`src/rtl/hs_watch_pkg.sv`:
```
package hs_watch_pkg;

  // Error codes; lower value wins when several fire together
  typedef enum logic [2:0] {
    HS_NONE     = 3'd0,
    HS_DROP     = 3'd1,
    HS_MUTATE   = 3'd2,
    HS_STUCK    = 3'd3,
    HS_DEADLOCK = 3'd4
  } hs_code_e;

  typedef struct packed {
    logic drop;
    logic mutate;
    logic stuck;
    logic deadlock;
  } hs_evt_t;

  localparam int HS_NUM_TALLY = 3;

endpackage

```
`src/rtl/hs_beat_track.sv`:
```
module hs_beat_track #(
  parameter int DW = 32
) (
  input  logic          clk,
  input  logic          rst_n,
  input  logic          valid,
  input  logic          ready,
  input  logic [DW-1:0] data,
  output logic          drop_evt,
  output logic          mutate_evt
);

  logic          wait_q, wait_d;
  logic [DW-1:0] held_q, held_d;
  logic          held_en;

  // A beat is waiting when offered but not taken
  always_comb begin
    wait_d  = valid & ~ready;
    held_en = valid & ~ready;
    held_d  = data;
  end

  always_ff @(posedge clk or negedge rst_n) begin
    if (!rst_n) begin
      wait_q <= 1'b0;
    end else begin
      wait_q <= wait_d;
    end
  end

  always_ff @(posedge clk or negedge rst_n) begin
    if (!rst_n) begin
      held_q <= '0;
    end else if (held_en) begin
      held_q <= held_d;
    end
  end

  always_comb begin
    drop_evt   = wait_q & ~valid;
    mutate_evt = wait_q & valid & (data != held_q);
  end

endmodule

```
`src/rtl/hs_run_timer.sv`:
```
module hs_run_timer #(
  parameter int LIMIT = 16
) (
  input  logic clk,
  input  logic rst_n,
  input  logic run,
  output logic trip
);

  localparam int W = (LIMIT < 1) ? 1 : $clog2(LIMIT + 1);
  localparam logic [W-1:0] LIM = W'(LIMIT);

  logic [W-1:0] cnt_q, cnt_d;
  logic         cnt_en;

  // Counts prior consecutive run cycles, saturating at LIMIT
  always_comb begin
    cnt_en = run | (cnt_q != '0);
    if (!run) begin
      cnt_d = '0;
    end else if (cnt_q == LIM) begin
      cnt_d = cnt_q;
    end else begin
      cnt_d = cnt_q + 1'b1;
    end
  end

  always_ff @(posedge clk or negedge rst_n) begin
    if (!rst_n) begin
      cnt_q <= '0;
    end else if (cnt_en) begin
      cnt_q <= cnt_d;
    end
  end

  assign trip = run & (cnt_q == LIM);

endmodule

```
`src/rtl/hs_tally.sv`:
```
module hs_tally
  import hs_watch_pkg::*;
#(
  parameter int CW = 32
) (
  input  logic                             clk,
  input  logic                             rst_n,
  input  logic [HS_NUM_TALLY-1:0]          inc,
  output logic [HS_NUM_TALLY-1:0][CW-1:0] count
);

  for (genvar i = 0; i < HS_NUM_TALLY; i++) begin : g_cnt
    logic [CW-1:0] cnt_q, cnt_d;

    always_comb begin
      cnt_d = cnt_q + CW'(1);
    end

    always_ff @(posedge clk or negedge rst_n) begin
      if (!rst_n) begin
        cnt_q <= '0;
      end else if (inc[i]) begin
        cnt_q <= cnt_d;
      end
    end

    assign count[i] = cnt_q;
  end

endmodule

```
`src/rtl/hs_first_err.sv`:
```
module hs_first_err
  import hs_watch_pkg::*;
#(
  parameter int CW = 32
) (
  input  logic          clk,
  input  logic          rst_n,
  input  hs_evt_t       evt,
  input  logic [CW-1:0] now,
  output logic [2:0]    code,
  output logic [CW-1:0] at_cycle
);

  hs_code_e      code_q, code_d, pick;
  logic [CW-1:0] at_q, at_d;
  logic          cap_en;

  // Fixed priority: lower code first
  always_comb begin
    pick = HS_NONE;
    if (evt.drop) begin
      pick = HS_DROP;
    end else if (evt.mutate) begin
      pick = HS_MUTATE;
    end else if (evt.stuck) begin
      pick = HS_STUCK;
    end else if (evt.deadlock) begin
      pick = HS_DEADLOCK;
    end
  end

  always_comb begin
    cap_en = (code_q == HS_NONE) && (pick != HS_NONE);
    code_d = pick;
    at_d   = now;
  end

  always_ff @(posedge clk or negedge rst_n) begin
    if (!rst_n) begin
      code_q <= HS_NONE;
      at_q   <= '0;
    end else if (cap_en) begin
      code_q <= code_d;
      at_q   <= at_d;
    end
  end

  assign code     = code_q;
  assign at_cycle = at_q;

endmodule

```
`src/rtl/hs_watch.sv`:
```
module hs_watch
  import hs_watch_pkg::*;
#(
  parameter int DW          = 32,
  parameter int CW          = 32,
  parameter int STALL_LIMIT = 16,
  parameter int IDLE_LIMIT  = 16
) (
  input  logic          clk,
  input  logic          rst_n,
  input  logic          ch_valid,
  input  logic          ch_ready,
  input  logic [DW-1:0] ch_data,
  input  logic          pending_work,
  output logic          err_drop,
  output logic          err_mutate,
  output logic          err_stuck,
  output logic          err_deadlock,
  output logic          err_any,
  output logic [2:0]    first_code,
  output logic [CW-1:0] first_cycle,
  output logic [CW-1:0] xfer_count,
  output logic [CW-1:0] stall_count,
  output logic [CW-1:0] cycle_count
);

  localparam int T_XFER  = 0;
  localparam int T_STALL = 1;
  localparam int T_CYCLE = 2;

  hs_evt_t evt;
  hs_evt_t flags_q, flags_d;
  logic    stall_run, idle_run;
  logic    flags_en;
  logic [HS_NUM_TALLY-1:0]          tally_inc;
  logic [HS_NUM_TALLY-1:0][CW-1:0] tally;

  always_comb begin
    stall_run = ch_valid & ~ch_ready;
    idle_run  = ~ch_valid & ~ch_ready & pending_work;
  end

  hs_beat_track #(.DW(DW)) u_beat (
    .clk        (clk),
    .rst_n      (rst_n),
    .valid      (ch_valid),
    .ready      (ch_ready),
    .data       (ch_data),
    .drop_evt   (evt.drop),
    .mutate_evt (evt.mutate)
  );

  hs_run_timer #(.LIMIT(STALL_LIMIT)) u_stall_tmr (
    .clk   (clk),
    .rst_n (rst_n),
    .run   (stall_run),
    .trip  (evt.stuck)
  );

  hs_run_timer #(.LIMIT(IDLE_LIMIT)) u_idle_tmr (
    .clk   (clk),
    .rst_n (rst_n),
    .run   (idle_run),
    .trip  (evt.deadlock)
  );

  always_comb begin
    tally_inc          = '0;
    tally_inc[T_XFER]  = ch_valid & ch_ready;
    tally_inc[T_STALL] = stall_run;
    tally_inc[T_CYCLE] = 1'b1;
  end

  hs_tally #(.CW(CW)) u_tally (
    .clk   (clk),
    .rst_n (rst_n),
    .inc   (tally_inc),
    .count (tally)
  );

  hs_first_err #(.CW(CW)) u_first (
    .clk      (clk),
    .rst_n    (rst_n),
    .evt      (evt),
    .now      (tally[T_CYCLE]),
    .code     (first_code),
    .at_cycle (first_cycle)
  );

  // Sticky flags
  always_comb begin
    flags_en = |evt;
    flags_d  = flags_q | evt;
  end

  always_ff @(posedge clk or negedge rst_n) begin
    if (!rst_n) begin
      flags_q <= '0;
    end else if (flags_en) begin
      flags_q <= flags_d;
    end
  end

  assign err_drop     = flags_q.drop;
  assign err_mutate   = flags_q.mutate;
  assign err_stuck    = flags_q.stuck;
  assign err_deadlock = flags_q.deadlock;
  assign err_any      = |flags_q;
  assign xfer_count   = tally[T_XFER];
  assign stall_count  = tally[T_STALL];
  assign cycle_count  = tally[T_CYCLE];

endmodule

```
`config.mk`:
```
export PLATFORM = sky130hd
export DESIGN_NAME = hs_watch
export DESIGN_NICKNAME = d
export VERILOG_FILES = /design/src/rtl/hs_watch_pkg.sv /design/src/rtl/hs_beat_track.sv /design/src/rtl/hs_run_timer.sv /design/src/rtl/hs_tally.sv /design/src/rtl/hs_first_err.sv /design/src/rtl/hs_watch.sv
export SDC_FILE = /design/constraint.sdc
export NUM_CORES = 1
export LEC_CHECK = 0
export ABC_AREA = 1
export BUFFER_PORTS_ARGS = -buffer_cell sky130_fd_sc_hd__clkbuf_2
export CAP_MARGIN = 10
export CELL_PAD_IN_SITES_DETAIL_PLACEMENT = 1
export CELL_PAD_IN_SITES_GLOBAL_PLACEMENT = 1
export CORE_MARGIN = 2
export CORE_UTILIZATION = 41
export DETAILED_ROUTE_END_ITERATION = 12
export HOLD_SLACK_MARGIN = 0.08
export PLACE_DENSITY_LB_ADDON = 0.1
export SLEW_MARGIN = 10
export SYNTH_ARGS = -nofsm -noshare
export SYNTH_HDL_FRONTEND = slang
export SYNTH_SLANG_ARGS = --single-unit
```
`constraint.sdc`:
```
create_clock -name clk -period 2.15 [get_ports clk]
set_input_delay 0.1075 -clock clk [delete_from_list [all_inputs] [get_ports clk]]
set_output_delay 0.1075 -clock clk [all_outputs]
set_load 0.02 [all_outputs]
```
==> impl_metrics.toml, run 1 <==
[yosys]
yosys.area_share.xor_xnor_pct = 11.9
ys_top_cells_by_area = "dfrtp_1, nand2_1, xor2_1, xnor2_1, inv_1"
synth_seq_cells = 178
synth_cells = 914
syn_avg_cell_area_um2 = 9.05
synth_top_family_by_area = "simple AND/OR/NAND/NOR gates"
synthesis.yosys.warnings = 0
synthMuxAreaShare_pct = 0
adder_cell_area_share_of_the_yosys_netlist_pct = 1.06
synth_compound_area_share_pct = 1.65
post_synth_and_or_nand_nor_area_fraction_pct = 26.8
synth_seq_area_share_pct = 53.8
synth.top_cell.area_share_pct = 53.8
net_count_of_the_mapped_netlist = 958
mappedNetlistArea_um2 = 8280
synth_top_cell_by_area = "dfrtp_1"
post_synth_num_cell_types = 36

[timing]
totalNegativeSetupSlack_ns = 0
finalMaxSlewViolations = 0
setup_viol = 0
slew-limit-headroom_pct = 64.3
finClkSkew_ns = 0.00944
grt_setup_unrepaired = "true"
finalHoldViolations = 0
max_freq_mhz = 511
timing.final.crit_share_pct = 91.1
worstMarginPinSlew_ns = 0.535
setup_slack_ns = 0.192
final.min_clock_period_ns = 1.96

[clock_tree]
cts-root-to-sink-buffers = 2
cts_tree = "yes"
cts-root-buf = "clkbuf_16"
htree_num_levels = 4
clock-sinks = 178
numCtsBuffers = 17
setup_buffers_after_cts = 0
clk-insertion-delay-late_ns = 0.43
clk_pin_slew_ns = 0.07

[floorplanning]
dieWidth_um = 146
floorplan.initialDensity_pct = 42.1
core_area_um2 = 19700
rows = 51
dieArea_um2 = 21300
die_height_um = 146
ioPinCount = 173

[placement]
place_worst_setup_slack_ns = 0.0277
routabilityCongestion = 0.803
portBuffers = 172
detailed_place_hpwl_um = 15300

[detailed_routing]
total_iterations_of_the_first_detailed_routing_run = 4
number_of_vias_in_the_routed_layout = 6726
detailedRoute.firstIterationViolations = 184
drtAntennaViolNets = 0
avgViaCountPerCell = 4.74
routed_wl_um = 20900
post_drt_wl_per_cell_um = 14.7
drcViolationCount = 0

[finish]
mostFrequentLayoutCells = "nand2_1, dfrtp_1, clkbuf_2, inv_1, xor2_1"
fill_cells = 2356
fin_nets = 1184
layout_commonest_cell = "nand2_1"
n_antenna_cell = 0
areaGrowthSynthToFinish_pct = 28.2
drive_above_1_share_pct = 23.3

[worst_setup_path]
critPathSlowestCell = "dfrtp_1"
crit_path_max_incr_delay_ns = 0.43
startpoint_class_of_the_critical_path = "flip-flop"
worst_ep_required_time_ns = 2.46
path_cells = "ha_2 > nand3_2 > nor2_4 > nand2_1 > nor2_2 > nand2_1 > nor2_1 > nand2_1 > nor2_2 > nand2_1 > xnor2_1"
cp_max_fo = 5
path_class = "reg2reg"
critPathCaptureType = "flip-flop"
critical-path-top-cell-by-count = "nand2_1"
worst-endpoint-arrival_ns = 2.27

[power_and_ir_drop]
leakagePower_uw = 0.00566
power.density_nw_per_um2 = 784
vdd.ir_drop.worst_v = 0.000553

[global_routing]
grt_first_pass_wirelength_um = 36000
grtUsageTotal_pct = 20.6
grt_overflow = 0
grt_pass1_vias = 7200
grt_max_degree = 55
antenna_found_initial = 0

[outcome]
status = "finished, final reports clean"

[hold_path]
worst_hold_path_type = "in2reg"

[run]
maxCapViolations = 0
[worst max-delay path: cells and delay by family, from the launching register on]
family	cells	cell delay, ns
xor gates and xnor gates	1	0.12
adders and majority gates	1	0.23
DFF	1	0.43
and+or+nand+nor	9	1.06
[stage by stage]
stage                     hold slack (ns)  total power [uW]  util [%]  cells  instance area (um^2)
after floorplan                    -0.188              4440         -    914                  8280
after global placement             0.0988              4810      48.6   1349                  9550
after detailed placement            0.108              4850      48.6   1349                  9550
after CTS                          0.0804              8420      53.8   1418                 10600
after global routing                0.111              8710      54.0   1418                 10600
final                              0.0975              8310      54.0   1418                 10600
[registers in the layout, summed over array words and instances, names as in the netlist, 3 cells and up]
register	cells
u_stall_tmr.cnt_q	5
u_first.code	3
u_tally.g_cnt.cnt_q	96
u_first.at_cycle	32
u_idle_tmr.cnt_q	5
u_beat.held_q	32
[worst paths after layout]
check,startpoint,end,slack [ns],cells after the start
setup / recovery,u_tally.g_cnt[2].cnt_q[0],u_tally.g_cnt[2].cnt_q[30],0.19,11
hold / removal,ch_ready,u_beat.held_q[21],0.1,4
setup reg to reg,u_tally.g_cnt[2].cnt_q[0],u_tally.g_cnt[2].cnt_q[30],0.19,11
hold reg to reg,u_first.at_cycle[0],u_first.at_cycle[0],0.47,2
max in group asynchronous,rst_n,u_beat.wait_q,1.25,3
min in group asynchronous,rst_n,u_tally.g_cnt[1].cnt_q[16],0.18,2
[cell families (layout without fill, tap and decap cells)]
logic type | count (synthesis) | in the layout
compound gates | 26 | 26
fa+ha+maj | 7 | 7
buf+inv | 105 | 344
simple gates | 486 | 486
flops | 178 | 178
xor+xnor | 112 | 112
[routing by layer]
metal	part of all wire, %	vias to the layer above	track usage, %
li1	-	3300	-
met1	46	3278	27.0
met2	49	129	35.2
met3	3.8	19	4.03
met4	1.5	0	5.58
met5	0	-	0
[report_power, final]
part	switching, uW	internal (uW)
combinational	635	417
sequential	224	3570
clock	1380	2090
[cells in the mapped netlist, drive strengths merged]
master and count:
o21bai 1, clkbuf 12, nor2 71, dfrtp 178, nand4 18, xnor2 55
buf 5, nor3 30, nand3 61, ha 7, o21ai 15, nor4 2
xor2 57, nand3b 1, or2 5, inv 88, a41oi 1, a21oi 9
and2 1, or3 1, nand2 296
[final cells by class]
type | instances | area, um^2 | share of cell area, %
flip-flops and latches | 178 | 4450 | 42.0
clock inverters | 14 | 225 | 2.12
repair buffers | 224 | 1380 | 13.0
well taps | 265 | 332 | 3.13
clock buffers | 18 | 429 | 4.05
inverters | 88 | 330 | 3.11
multi-input cells | 631 | 3460 | 32.6
[repair_timing]
action	4_1_cts	5_1_grt
setup endpoints to repair	1	26
resized for setup	2	7
endpoints found under the hold margin	154	0
hold buffers	37	0
No activity file was read; power rests on OpenSTA's default activity.
==> inputs of run 2 (changes only) <==
--- a/config.mk
+++ b/config.mk
@@ -14,7 +14,7 @@
 export CORE_UTILIZATION = 41
 export DETAILED_ROUTE_END_ITERATION = 12
 export HOLD_SLACK_MARGIN = 0.08
-export PLACE_DENSITY_LB_ADDON = 0.1
+export PLACE_DENSITY_LB_ADDON = 0.2
 export SLEW_MARGIN = 10
 export SYNTH_ARGS = -nofsm -noshare
 export SYNTH_HDL_FRONTEND = slang
==> run 2 against run 1 <==
Against the previous run:
- combinational power is essentially flat
- total power decreased by 3.1%
- cell count shrank 0.42%
- sequential cell count unchanged
- critical endpoint is now u_tally.g_cnt[1].cnt_q[30]
- clock power decreased by 6.9%
- sequential power about the same
- wire length decreased by 2.7%
- maximum frequency about the same
- critical path depth is 2 lower
==> impl_metrics.toml, run 2 (same netlist as run 1, synthesis figures left out) <==
[power_and_ir_drop]
leakagePower_uw = 0.00563
power.density_nw_per_um2 = 766
report.power.total_uw = 8050
vdd.ir_drop.worst_v = 0.000509

[worst_setup_path]
crit_path_max_incr_delay_ns = 0.42
critPathSlowestCell = "dfrtp_1"
critPathCaptureType = "flip-flop"
cp_max_fo = 4
critical-path-top-cell-by-count = "nand3_1"
path_class = "reg2reg"
startpoint_class_of_the_critical_path = "flip-flop"
path_cells = "ha_1 > nand3_1 > nor3_1 > nand2_1 > nor2_2 > nand3_1 > nor2_2 > nand3_1 > xnor2_1"
worst_ep_required_time_ns = 2.46
worst-endpoint-arrival_ns = 2.26

[finish]
areaGrowthSynthToFinish_pct = 27.1
fin_nets = 1178
mostFrequentLayoutCells = "nand2_1, dfrtp_1, clkbuf_2, inv_1, xor2_1"
drive_above_1_share_pct = 22.7
largest_register_ff_count = 96
top_register = "u_tally.g_cnt.cnt_q"
final_util_pct = 53.5
layout_commonest_cell = "nand2_1"
n_antenna_cell = 0

[timing]
totalNegativeSetupSlack_ns = 0
setup_viol = 0
finalHoldWorstSlack_ns = 0.0969
worstMarginPinSlew_ns = 0.444
finalMaxSlewViolations = 0
max_freq_mhz = 511
finalHoldViolations = 0
slew-limit-headroom_pct = 70.2
finClkSkew_ns = 0.0145
grt_setup_unrepaired = "false"
final.min_clock_period_ns = 1.96
timing.final.crit_share_pct = 91.0

[global_routing]
grt_pass1_vias = 7121
grtUsageTotal_pct = 20.1
grt_max_degree = 53
grt_first_pass_wirelength_um = 35300
antenna_found_initial = 0
grt_overflow = 0

[detailed_routing]
total_iterations_of_the_first_detailed_routing_run = 4
avgViaCountPerCell = 4.73
drtAntennaViolNets = 0
detailedRoute.firstIterationViolations = 189
number_of_vias_in_the_routed_layout = 6685
post_drt_wl_per_cell_um = 14.4
routed_wl_um = 20300
drcViolationCount = 0

[clock_tree]
clk_pin_slew_ns = 0.07
htree_num_levels = 4
setup_buffers_after_cts = 0
clock-sinks = 178
numCtsBuffers = 17
cts-root-to-sink-buffers = 2
cts-root-buf = "clkbuf_16"
cts_tree = "yes"
clk-insertion-delay-late_ns = 0.42

[hold_path]
worst_hold_path_type = "in2reg"

[floorplanning]
ioPinCount = 173
dieWidth_um = 146
die_height_um = 146
dieArea_um2 = 21300
core_area_um2 = 19700
floorplan.initialDensity_pct = 42.1
rows = 51

[placement]
routabilityCongestion = 0.768
detailed_place_hpwl_um = 14700
portBuffers = 172

[outcome]
status = "finished, final reports clean"

[run]
maxCapViolations = 0
run 2: area by class of cell:
class | instances | area (um^2)
Clock buffer | 17 | 425
Clock inverter | 15 | 193
Fill cell | 2359 | 9140
Inverter | 88 | 330
Multi-Input combinational cell | 631 | 3430
Sequential cell | 178 | 4450
Tap cell | 265 | 332
Timing Repair Buffer | 218 | 1350
run 2: path summary, 6_finish.rpt:
path | startpoint | endpoint | slack [ns] | cells past startpoint
worst max-delay path | u_tally.g_cnt[1].cnt_q[0] | u_tally.g_cnt[1].cnt_q[30] | 0.19 | 9
worst min-delay path | ch_valid | u_tally.g_cnt[0].cnt_q[0] | 0.1 | 3
worst max register to register | u_tally.g_cnt[1].cnt_q[0] | u_tally.g_cnt[1].cnt_q[30] | 0.19 | 9
worst min register to register | u_first.at_cycle[7] | u_first.at_cycle[7] | 0.47 | 2
max in group asynchronous | rst_n | u_first.at_cycle[13] | 1.35 | 3
min in group asynchronous | rst_n | u_tally.g_cnt[1].cnt_q[24] | 0.18 | 2
run 2: report_power, final:
part,internal [uW],total (uW),leakage (uW),switching (uW)
registers,3570,3780,0.00231,220
logic,412,1040,0.00302,625
clock network,1770,3230,0.000292,1460
total,5750,8050,0.00563,2300
run 2: layer usage:
metal  GRT usage [%]  up-vias  wire length [um]
li1                -     3300                 -
met1            27.0     3232              9390
met2            34.2      136              9980
met3            3.25       17               693
met4            5.10        0               274
met5               0        -                 0
run 2: stage by stage:
stage	cell area (um^2)	setup slack, ns	cells
after floorplan	8280	0.246	914
after global placement	9540	0.253	1345
after detailed placement	9540	0.173	1345
after CTS	10500	0.121	1412
after global routing	10500	0.0143	1412
final	10500	0.193	1412
run 2: critical path: cells and delay by family (launching register included):
kind                     cells  cell delay [ns]
XOR/XNOR                     1             0.14
flip-flops                   1             0.42
adder cells (fa/ha/maj)      1             0.20
AND/OR/NAND/NOR              7             1.08
run 2: repair_timing:
action                                 CTS  global route
hold buffers                            35             0
endpoints found under the hold margin  211             0
resized for setup                        0             2
setup endpoints to repair                0             6
==> inputs of run 3 (changes only) <==
--- a/config.mk
+++ b/config.mk
@@ -6,16 +6,17 @@
 export NUM_CORES = 1
 export LEC_CHECK = 0
 export ABC_AREA = 1
+export ABC_CLOCK_PERIOD_IN_PS = 2150
 export BUFFER_PORTS_ARGS = -buffer_cell sky130_fd_sc_hd__clkbuf_2
 export CAP_MARGIN = 10
-export CELL_PAD_IN_SITES_DETAIL_PLACEMENT = 1
+export CELL_PAD_IN_SITES_DETAIL_PLACEMENT = 0
 export CELL_PAD_IN_SITES_GLOBAL_PLACEMENT = 1
 export CORE_MARGIN = 2
 export CORE_UTILIZATION = 41
 export DETAILED_ROUTE_END_ITERATION = 12
 export HOLD_SLACK_MARGIN = 0.08
 export PLACE_DENSITY_LB_ADDON = 0.2
-export SLEW_MARGIN = 10
+export SLEW_MARGIN = 40
 export SYNTH_ARGS = -nofsm -noshare
 export SYNTH_HDL_FRONTEND = slang
 export SYNTH_SLANG_ARGS = --single-unit
==> run 3 against run 2 <==
Against the previous run:
- first-iteration DRC count rose by 1.6%
- sequential power about the same
- worst hold slack better by 0.011 ns
- clock-buffer cell count is the same
- combinational power about the same
- via count shrank 3.5%
- sequential share of layout area shrank 0.16 points
==> impl_metrics.toml, run 3 (same netlist as run 1, synthesis figures left out) <==
[outcome]
status = "finished, final reports clean"

[worst_setup_path]
critical-path-top-cell-by-count = "nand2_1"
worst_ep_required_time_ns = 2.47
worstPathBufferInverterCount = 0
crit_family = "simple AND/OR/NAND/NOR gates"
critPathSlowestCell = "dfrtp_1"
worst-endpoint-arrival_ns = 2.21
startpoint_class_of_the_critical_path = "flip-flop"
path_class = "reg2reg"
cp_max_fo = 5
worst-r2r-setup-slack_ns = 0.25
critPathCaptureType = "flip-flop"
crit_path_max_incr_delay_ns = 0.43
path_cells = "ha_1 > nand3_2 > nor2_2 > nand2_1 > nor2_2 > nand2_1 > nor2_1 > nand2_1 > nor2_2 > nand2_1 > xnor2_1"

[timing]
finalMaxSlewViolations = 0
slew-limit-headroom_pct = 70.5
setup_viol = 0
finClkSkew_ns = 0.0117
worstMarginPinSlew_ns = 0.442
max_freq_mhz = 527
final.min_clock_period_ns = 1.90
totalNegativeSetupSlack_ns = 0
grt_setup_unrepaired = "false"
finalHoldViolations = 0
timing.final.crit_share_pct = 88.3

[global_routing]
groute.layer.met3.usage_pct = 3.03
grt_overflow = 0
gr_util_met1_pct = 25.0
antenna_found_initial = 0
grt_max_degree = 53
grt_pass1_vias = 6331
grtUsageTotal_pct = 18.0
gr-usage-met2_pct = 28.9
grt_first_pass_wirelength_um = 31600
grt_busiest_layer = "met2"

[finish]
postLayoutCellArea_um2 = 10600
drive_above_1_share_pct = 22.9
mostFrequentLayoutCells = "nand2_1, dfrtp_1, clkbuf_2, inv_1, xor2_1"
fin_nets = 1181
fill_cells = 1863
top_register = "u_tally.g_cnt.cnt_q"
final_cell_count_no_fill = 1415
n_antenna_cell = 0
largest_register_ff_count = 96
areaGrowthSynthToFinish_pct = 27.6
layout_commonest_cell = "nand2_1"

[placement]
placed_insts = 1345
detailed_place.area_um2 = 9540
detailed_place_hpwl_um = 12900
routabilityCongestion = 0.768
portBuffers = 172

[clock_tree]
cts_tree = "yes"
cts-root-buf = "clkbuf_16"
cts-root-to-sink-buffers = 2
htree_num_levels = 4
clk_pin_slew_ns = 0.07
clock-sinks = 178
numCtsBuffers = 17
clk-insertion-delay-late_ns = 0.43

[floorplanning]
die_height_um = 146
ioPinCount = 173
floorplan.initialDensity_pct = 42.1
rows = 51
dieWidth_um = 146
dieArea_um2 = 21300
core_area_um2 = 19700

[hold_path]
worst_hold_path_type = "in2reg"

[power_and_ir_drop]
power.sequential.fraction_pct = 47.0
power.density_nw_per_um2 = 761
vdd.ir_drop.worst_v = 0.000547
netSwitchingFraction_pct = 28.4
cellInternalPower_uw = 5750
power.net_switching_uw = 2280
power.share.combinational_pct = 12.5
leakagePower_uw = 0.00564
clock_power_share_pct = 40.5

[detailed_routing]
total_iterations_of_the_first_detailed_routing_run = 4
avgViaCountPerCell = 4.56
drtAntennaViolNets = 0
post_drt_wl_per_cell_um = 12.8
number_of_vias_in_the_routed_layout = 6451
detailedRoute.firstIterationViolations = 192
drcViolationCount = 0
routed_wl_um = 18100

[run]
maxCapViolations = 0
[run 3: cell types whose count changed in the layout (fill, tap and decap cells not counted)]
cell,previous run,this run
dlygate4sd3_1,35,37
clkinv_4,1,2
nor3_1,27,26
clkinvlp_4,3,2
buf_4,6,7
nand3_1,53,52
nand3_2,7,8
nor3_2,2,3
[run 3: worst paths after layout]
| kind | from | to | cells after the start |
|---|---|---|---|
| max | u_tally.g_cnt[2].cnt_q[0] | u_tally.g_cnt[2].cnt_q[30] | 11 |
| min | ch_ready | u_tally.g_cnt[0].cnt_q[1] | 4 |
| max reg2reg | u_tally.g_cnt[2].cnt_q[0] | u_tally.g_cnt[2].cnt_q[30] | 11 |
| min reg2reg | u_first.at_cycle[26] | u_first.at_cycle[26] | 2 |
| max in group asynchronous | rst_n | u_tally.g_cnt[2].cnt_q[13] | 3 |
| min in group asynchronous | rst_n | u_tally.g_cnt[1].cnt_q[24] | 2 |
[run 3: power groups by stage]
stage / Sequential [uW] / Combinational, uW / Clock, uW
floorplan: 3930 / 518 / 0
global route: 3810 / 1170 / 3470
finish: 3780 / 1010 / 3250
CTS: 3780 / 1030 / 3360
detailed placement: 3840 / 973 / 0
global placement: 3840 / 965 / 0
[run 3: worst register-to-register path: cells and delay by family (launching register included)]
| kind | cells | cell delay (ns) |
|---|---|---|
| fa+ha+maj | 1 | 0.22 |
| simple gates | 9 | 1.01 |
| xor+xnor | 1 | 0.12 |
| flops | 1 | 0.43 |
[run 3: what timing repair did]
item	4_1_cts	5_1_grt
hold endpoints to repair	213	0
setup buffers	0	1
hold buffers	37	0
gates resized for setup	0	4
setup endpoints to repair	0	4
[run 3: final cells by class]
class | instances | area, um^2 | area share [%]
Clock inverter | 15 | 194 | 1.84
Inverter | 88 | 330 | 3.13
Timing Repair Buffer | 221 | 1380 | 13.1
Clock buffer | 17 | 425 | 4.03
Sequential cell | 178 | 4450 | 42.2
Multi-Input combinational cell | 631 | 3440 | 32.6
Tap cell | 265 | 332 | 3.14
[run 3: routing by layer]
layer	part of all wire [%]	vias up	wire, um
met5	0	-	0
met4	1.8	0	326
met3	4.2	22	763
met2	46	139	8390
met1	48	2978	8650
li1	-	3312	-
[run 3: per-stage QoR]
step	hold WS (ns)	util (%)	setup WS [ns]	total power, uW
final	0.108	53.7	0.252	8030
after global routing	0.129	53.7	0.00880	8450
after CTS	0.0849	53.6	0.131	8160
after detailed placement	0.0677	48.6	0.151	4810
after global placement	0.0701	48.6	0.253	4800
after floorplan	-0.188	-	0.246	4440
